==> config.mk <==
export PLATFORM = sky130hd
export DESIGN_NAME = nfc_frame_tx
export DESIGN_NICKNAME = d
export VERILOG_FILES = /design/src/rtl/nfc_tx_pkg.sv /design/src/rtl/nfc_crc16_step.sv /design/src/rtl/nfc_gap_timer.sv /design/src/rtl/nfc_frame_tx.sv
export SDC_FILE = /design/constraint.sdc
export NUM_CORES = 1
export LEC_CHECK = 0
export ABC_AREA = 1
export CORE_MARGIN = 10
export CORE_UTILIZATION = 25
export DETAILED_ROUTE_END_ITERATION = 6
export HOLD_SLACK_MARGIN = 0.12
export PLACE_DENSITY_LB_ADDON = 0.05
export SYNTH_ARGS = -nofsm -noshare
export SYNTH_HDL_FRONTEND = slang
export SYNTH_SLANG_ARGS = --single-unit
export TNS_END_PERCENT = 50
==> constraint.sdc <==
create_clock -name clk -period 7.2 [get_ports clk]
set_input_delay 1.44 -clock clk [delete_from_list [all_inputs] [get_ports clk]]
set_output_delay 1.44 -clock clk [all_outputs]
set_load 0.02 [all_outputs]
==> src/rtl/nfc_tx_pkg.sv <==
package nfc_tx_pkg;
    typedef enum logic [3:0] {
        ST_IDLE, ST_WAIT, ST_PRE, ST_SYNC0, ST_SYNC1,
        ST_LEN, ST_PAY, ST_CRCH, ST_CRCL, ST_TAIL
    } tx_state_e;

    localparam logic [7:0]  SYNC_FIRST  = 8'hB2;
    localparam logic [7:0]  SYNC_SECOND = 8'h4D;
    localparam logic [7:0]  FILL_BYTE   = 8'h00;
    localparam logic [15:0] CRC_POLY    = 16'h1021;
endpackage

==> src/rtl/nfc_crc16_step.sv <==
module nfc_crc16_step
    import nfc_tx_pkg::*;
#(
    parameter int DATA_W = 8
) (
    input  logic [15:0]       crc_i,
    input  logic [DATA_W-1:0] data_i,
    output logic [15:0]       crc_o
);
    logic [15:0] acc;

    // MSB-first shift of one input word into the running remainder
    always_comb begin
        acc = crc_i ^ {data_i, {(16-DATA_W){1'b0}}};
        for (int b = 0; b < DATA_W; b++) begin
            acc = acc[15] ? ((acc << 1) ^ CRC_POLY) : (acc << 1);
        end
        crc_o = acc;
    end
endmodule

==> src/rtl/nfc_gap_timer.sv <==
module nfc_gap_timer #(
    parameter int TICK_W  = 24,
    parameter int GUARD   = 426,
    parameter int FDT     = 168,
    parameter int ALIGN_W = 3
) (
    input  logic clk,
    input  logic rst_n,
    input  logic tick_i,
    input  logic rx_end_i,
    input  logic arm_i,
    input  logic wait_i,
    input  logic launch_i,
    output logic ready_o
);
    localparam logic [TICK_W-1:0] GUARD_T = TICK_W'(GUARD);
    localparam logic [TICK_W-1:0] FDT_T   = TICK_W'(FDT);
    localparam logic [TICK_W-1:0] STEP_T  = TICK_W'(1 << ALIGN_W);

    typedef struct packed {
        logic [TICK_W-1:0] tcnt;
        logic [TICK_W-1:0] earliest;
        logic [TICK_W-1:0] target;
    } tmr_t;

    tmr_t q, d;

    // a strictly after b, modulo counter wrap
    function automatic logic later(input logic [TICK_W-1:0] a, input logic [TICK_W-1:0] b);
        logic [TICK_W-1:0] diff;
        diff = a - b;
        return (diff != '0) && !diff[TICK_W-1];
    endfunction

    function automatic logic [TICK_W-1:0] latest(input logic [TICK_W-1:0] a, input logic [TICK_W-1:0] b);
        return later(a, b) ? a : b;
    endfunction

    function automatic logic [TICK_W-1:0] align_up(input logic [TICK_W-1:0] x);
        return {x[TICK_W-1:ALIGN_W], {ALIGN_W{1'b0}}} + STEP_T;
    endfunction

    logic [TICK_W-1:0] e_rx;

    always_comb begin
        d      = q;
        d.tcnt = q.tcnt + TICK_W'(tick_i);
        if (arm_i || (wait_i && !later(q.target, q.earliest))) begin
            d.target = align_up(latest(q.earliest, q.tcnt));
        end
        e_rx       = rx_end_i ? latest(q.earliest, q.tcnt + FDT_T) : q.earliest;
        d.earliest = launch_i ? latest(e_rx, q.target + GUARD_T) : e_rx;
    end

    always_ff @(posedge clk or negedge rst_n) begin
        if (!rst_n) q <= '0;
        else        q <= d;
    end

    assign ready_o = !later(q.target, q.tcnt) && later(q.target, q.earliest);

    assert_no_early_launch_R5: assert property (@(posedge clk) disable iff (!rst_n)
        launch_i |-> !later(q.target, q.tcnt));
    assert_aligned_target_R5: assert property (@(posedge clk) disable iff (!rst_n)
        arm_i |=> (q.target[ALIGN_W-1:0] == '0));
    assert_guard_kept_R6: assert property (@(posedge clk) disable iff (!rst_n)
        launch_i |=> !later($past(q.target) + GUARD_T, q.earliest));
    assert_turnaround_kept_R7: assert property (@(posedge clk) disable iff (!rst_n)
        rx_end_i |=> !later($past(q.tcnt) + FDT_T, q.earliest));
endmodule

==> src/rtl/nfc_frame_tx.sv <==
module nfc_frame_tx
    import nfc_tx_pkg::*;
#(
    parameter int LEN_W       = 8,
    parameter int TICK_W      = 24,
    parameter int GUARD_TICKS = 426,
    parameter int FDT_TICKS   = 168,
    parameter int PRE_N       = 6,
    parameter int TAIL_N      = 2
) (
    input  logic             clk,
    input  logic             rst_n,
    input  logic             tick_i,
    input  logic             rx_end_i,
    input  logic             start_i,
    input  logic [LEN_W-1:0] len_i,
    output logic             pl_rd_o,
    input  logic [7:0]       pl_data_i,
    output logic             out_valid_o,
    output logic [7:0]       out_data_o,
    input  logic             out_ready_i,
    output logic             busy_o
);
    localparam int CNT_W = LEN_W;

    typedef struct packed {
        tx_state_e        st;
        logic [CNT_W-1:0] cnt;
        logic [LEN_W-1:0] len;
        logic [15:0]      crc;
        logic             pend;
        logic [LEN_W-1:0] pend_len;
    } seq_t;

    seq_t q, d;
    logic arm, launch, in_wait, tmr_ready, accept;
    logic [15:0] crc_upd;

    nfc_gap_timer #(
        .TICK_W (TICK_W),
        .GUARD  (GUARD_TICKS),
        .FDT    (FDT_TICKS),
        .ALIGN_W(3)
    ) u_timer (
        .clk     (clk),
        .rst_n   (rst_n),
        .tick_i  (tick_i),
        .rx_end_i(rx_end_i),
        .arm_i   (arm),
        .wait_i  (in_wait),
        .launch_i(launch),
        .ready_o (tmr_ready)
    );

    nfc_crc16_step #(.DATA_W(8)) u_crc (
        .crc_i (q.crc),
        .data_i(out_data_o),
        .crc_o (crc_upd)
    );

    always_comb begin
        d       = q;
        arm     = 1'b0;
        launch  = 1'b0;
        in_wait = (q.st == ST_WAIT);
        out_valid_o = !(q.st == ST_IDLE || q.st == ST_WAIT);
        unique case (q.st)
            ST_SYNC0: out_data_o = SYNC_FIRST;
            ST_SYNC1: out_data_o = SYNC_SECOND;
            ST_LEN:   out_data_o = 8'(q.len) + 8'd1;
            ST_PAY:   out_data_o = pl_data_i;
            ST_CRCH:  out_data_o = q.crc[15:8];
            ST_CRCL:  out_data_o = q.crc[7:0];
            default:  out_data_o = FILL_BYTE;
        endcase
        accept  = out_valid_o && out_ready_i;
        pl_rd_o = (q.st == ST_PAY) && out_ready_i;

        // request arriving while occupied is parked
        if (start_i && !(q.st == ST_IDLE && !q.pend)) begin
            d.pend     = 1'b1;
            d.pend_len = len_i;
        end

        unique case (q.st)
            ST_IDLE: begin
                if (q.pend) begin
                    d.st  = ST_WAIT;
                    d.len = q.pend_len;
                    arm   = 1'b1;
                    if (!start_i) d.pend = 1'b0;
                end else if (start_i) begin
                    d.st  = ST_WAIT;
                    d.len = len_i;
                    arm   = 1'b1;
                end
            end
            ST_WAIT: if (tmr_ready) begin
                d.st   = ST_PRE;
                d.cnt  = '0;
                d.crc  = '0;
                launch = 1'b1;
            end
            ST_PRE: if (accept) begin
                if (q.cnt == CNT_W'(PRE_N - 1)) d.st = ST_SYNC0;
                else d.cnt = q.cnt + 1'b1;
            end
            ST_SYNC0: if (accept) d.st = ST_SYNC1;
            ST_SYNC1: if (accept) d.st = ST_LEN;
            ST_LEN: if (accept) begin
                d.crc = crc_upd;
                d.cnt = '0;
                d.st  = (q.len == '0) ? ST_CRCH : ST_PAY;
            end
            ST_PAY: if (accept) begin
                d.crc = crc_upd;
                if (q.cnt == q.len - 1'b1) d.st = ST_CRCH;
                else d.cnt = q.cnt + 1'b1;
            end
            ST_CRCH: if (accept) d.st = ST_CRCL;
            ST_CRCL: if (accept) begin
                d.st  = ST_TAIL;
                d.cnt = '0;
            end
            ST_TAIL: if (accept) begin
                if (q.cnt == CNT_W'(TAIL_N - 1)) d.st = ST_IDLE;
                else d.cnt = q.cnt + 1'b1;
            end
            default: d.st = ST_IDLE;
        endcase
    end

    always_ff @(posedge clk or negedge rst_n) begin
        if (!rst_n) q <= '{st: ST_IDLE, default: '0};
        else        q <= d;
    end

    assign busy_o = (q.st != ST_IDLE) || q.pend;

    assert_hold_stall_R9: assert property (@(posedge clk) disable iff (!rst_n)
        (out_valid_o && !out_ready_i && q.st != ST_PAY) |=> (out_valid_o && $stable(out_data_o)));
    assert_valid_busy_R11: assert property (@(posedge clk) disable iff (!rst_n)
        out_valid_o |-> busy_o);
    assert_request_held_R8: assert property (@(posedge clk) disable iff (!rst_n)
        (start_i && busy_o) |=> busy_o);
    assert_empty_payload_R4: assert property (@(posedge clk) disable iff (!rst_n)
        (q.st == ST_LEN && accept && q.len == '0) |=> (q.st == ST_CRCH && !pl_rd_o));
    assert_reset_idle_R1: assert property (@(posedge clk)
        !rst_n |-> (!out_valid_o && !busy_o));
endmodule

==> qor.csv <==
stage,metric,value,unit
synthesis,synth_cells,2166,
clock_tree,h-tree-depth,4,
global_route,largest_net_degree_at_the_start_of_global_routing,50,
power,power.share.switching,56.4,%
power,p_per_cell_area,518,nW/um2
critical_path,crit_path_frequent_cell,sky130_fd_sc_hd__nand2_1,
clock_tree,insertion_delay,0.48,ns
critical_path,end_kind,flip-flop,
cells_and_area,top_library_cells_by_usage_in_the_layout_fill_and_taps_aside,"sky130_fd_sc_hd__nand2_1 (595), sky130_fd_sc_hd__inv_1 (324), sky130_fd_sc_hd__nand3_1 (159), sky130_fd_sc_hd__nor2_1 (154), sky130_fd_sc_hd__xor2_1 (124)",
global_route,antenna_found_initial,0,
global_route,globalRouteOverflowTotal,0,
drt,wirelength,56500,um
critical_path,critical_path_class,reg -> reg,
critical_path,crit_path_max_fanout,22,
critical_path,critical_path.slowest_cell,sky130_fd_sc_hd__dfrtp_1,
die,floorplan.core_area,54000,um2
critical_path,cp_slowest_stage_delay,0.37,ns
timing,slew_headroom,34.2,%
global_route,grt_use_met2,29.6,%
die,die_area,64500,um2
critical_path,startpoint_type,flip-flop,
synthesis,yosys.area.top_type_share,20.8,%
synthesis,dominantRegCellSynth,sky130_fd_sc_hd__dfrtp_1,
die,placement_rows,85,
global_route,first_global_vias,14232,
synthesis,synth-async-reset-ratio,100,%
timing,finalClockSkew,0.0163,ns
placed_design,port_buffers,32,
die,dieWidth,254,um
cells_and_area,area_growth,19.6,%
timing,final_critical_path_setup_slack,0.617,ns
drt,drtAntennaViolNets,0,
timing,hold_violations,0,
global_route,global_route_wire_length_before_repair,86100,um
clock_tree,cts_hold_repair.buffers,0,
power,vdd_drop_max,0.190,mV
clock_tree,clock-root-buffer,sky130_fd_sc_hd__clkbuf_16,
global_route,met1_usage,23.6,%
power,power_share_of_the_combinational_group,75.7,%
power,total_power,8480,uW
drt,routed-via-count,14324,
timing,tightest_slew,0.981,ns
power,total_switching_power,4790,uW
clock_tree,tritoncts.num_buffers,17,
die,io_pins,33,
drt,remaining_drc_errors,0,
min_path,hold_class,reg -> reg,
drt,drt-initial-drc-count,836,
drt,routed_wire_length_per_instance,18.9,um
synthesis,synth_seq_area_share,20.8,%
cells_and_area,num_antenna_cells,0,
clock_tree,clock_sink_count,114,
placed_design,dp.final_hpwl,46100,um
cells_and_area,drive_above_1_share,10.4,%
synthesis,synth.avg_cell_area,6.32,um2
global_route,top_usage_layer,met2,
power,p_leak,0.00857,uW
timing,post-route-period-util,91.4,%
synthesis,dominant_cells_by_area_after_synthesis,"sky130_fd_sc_hd__dfrtp_1 (21%), sky130_fd_sc_hd__nand2_1 (16%), sky130_fd_sc_hd__ha_1 (10%)",
synthesis,flops_latches_synth,114,
critical_path,critical_path_required,7.57,ns
global_route,met3_usage,2.05,%
placed_design,finalWeightedCongestion,0.857,
die,die_height,254,um
synthesis,synth-edff-count,0,
critical_path,worstPathArrival,6.95,ns
synthesis,synthesis.yosys.warnings,0,
placed_design,dp_worst_setup_slack,-0.137,ns
synthesis,post_synthesis_cell_type_with_the_largest_combined_area,sky130_fd_sc_hd__dfrtp_1,
clock_tree,clock_tree_from_tritoncts,built,
cells_and_area,num-nets-final,2423,
clock_tree,cts.clk_slew.worst_paths,0.07,ns
run,cap_violations,0,
timing,max_freq,0.152,GHz
drt,drt_pass1_iterations,5,
synthesis,yosys.cell_types.count,56,
power,register_share_of_total_power,13.8,%
power,power_share_of_the_clock_group,10.6,%
global_route,grt_usage,17.7,%
die,start_util,25.3,%
drt,via_per_inst,4.78,
cells_and_area,num-fill-cells,6026,
synthesis,synth.cell_area,13700,um2
timing,min_tclk_post_route,6.58,ns
timing,final_max_slew_viol_count,0,
timing,final-setup-viol-count,0,
clock_tree,cts_buffer_depth,2,
outcome,status,"complete, no violations",
cells_and_area,final_common_cell,sky130_fd_sc_hd__nand2_1,
critical_path,reg2reg_setup_slack,0.62,ns
synthesis,synth.net_count,2302,
power,internal_power,3700,uW
## state kept, by name (all words and copies together) (netlist names)
register and flops:
q 45, u_timer.q 69
## path summary, 6_finish.rpt
path                                from       endpoint  depth (start not counted)
min                                 q[2]           q[2]                          2
max in group asynchronous          rst_n  u_timer.q[67]                          2
max reg2reg                u_timer.q[51]  u_timer.q[46]                         48
min in group asynchronous          rst_n          q[27]                          1
max                        u_timer.q[51]  u_timer.q[46]                         48
min reg2reg                         q[2]           q[2]                          2
## area by class of cell
class | count | area, um2 | share of cell area (%)
Timing Repair Buffer | 140 | 1150 | 7.01
Inverter | 332 | 1250 | 7.61
Clock inverter | 14 | 155 | 0.947
Clock buffer | 18 | 429 | 2.62
Tap cell | 696 | 871 | 5.32
Sequential cell | 114 | 2850 | 17.4
Multi-Input combinational cell | 1682 | 9670 | 59.1
## power groups by stage
stage	registers (uW)	clock network [uW]	logic (uW)
3_3_place_gp	1180	0	6330
6_report	1170	896	6420
4_1_cts	1170	920	6340
3_5_place_dp	1180	0	6300
5_1_grt	1190	939	7240
2_1_floorplan	1030	0	4240
## metrics by stage
step	cell area [um2]	cells	util [%]	hold WS (ns)	setup TNS, ns
after floorplan	13700	2166	-	0.454	0
final	16400	2996	30.3	0.487	0
after detailed placement	15500	2958	28.6	0.475	-2.89
after global placement	15500	2958	28.6	0.470	-4.48
after global routing	16400	2996	30.3	0.529	-0.781
after CTS	16100	2990	29.7	0.490	0
## what timing repair did
item                       CTS  global route
setup buffers                0             6
pin swaps                    0            10
setup endpoints to repair   24            24
resized for setup            7            68
cloned                       0             0
## Yosys cell counts (all sizes together), types with 2 or more instances
cell / n
xor2: 129
nor3b: 5
nand3b: 4
buf: 18
a31oi: 10
o31ai: 5
nand4: 51
a21boi: 5
or2: 3
a21oi: 110
nand2: 613
nor3: 42
ha: 113
o2111ai: 4
nand3: 163
a211oi: 4
nor4: 14
clkinv: 2
o21bai: 8
and2: 3
dfrtp: 114
nor2: 180
o21ai: 135
a22oi: 2
a21o: 6
o211ai: 14
o21a: 3
a221oi: 8
a2111oi: 2
o22ai: 6
inv: 330
clkbuf: 20
xnor2: 32
## critical path: cells and delay by family (launching register included)
kind | cells | cell delay, ns
flops | 1 | 0.37
simple gates | 32 | 3.73
xor+xnor | 2 | 0.37
buf+inv | 7 | 0.74
fa+ha+maj | 2 | 0.67
compound gates | 5 | 0.59
## per-layer routing
metal  share of wire, %  vias up
met5                  0        -
met1                 49     6775
li1                   -     7322
met4                1.5        0
met2                 47      191
met3                2.4       36
## cell families after synthesis
group / Yosys count / share of synthesized area [%]
mux: 1 / 0.0822
xor+xnor: 161 / 10.3
fa+ha+maj: 114 / 10.5
simple gates: 1080 / 33.9
compound gates: 326 / 13.8
flops: 114 / 20.8
buf+inv: 370 / 10.6
Note: power is estimated with default switching activity, not from simulation.
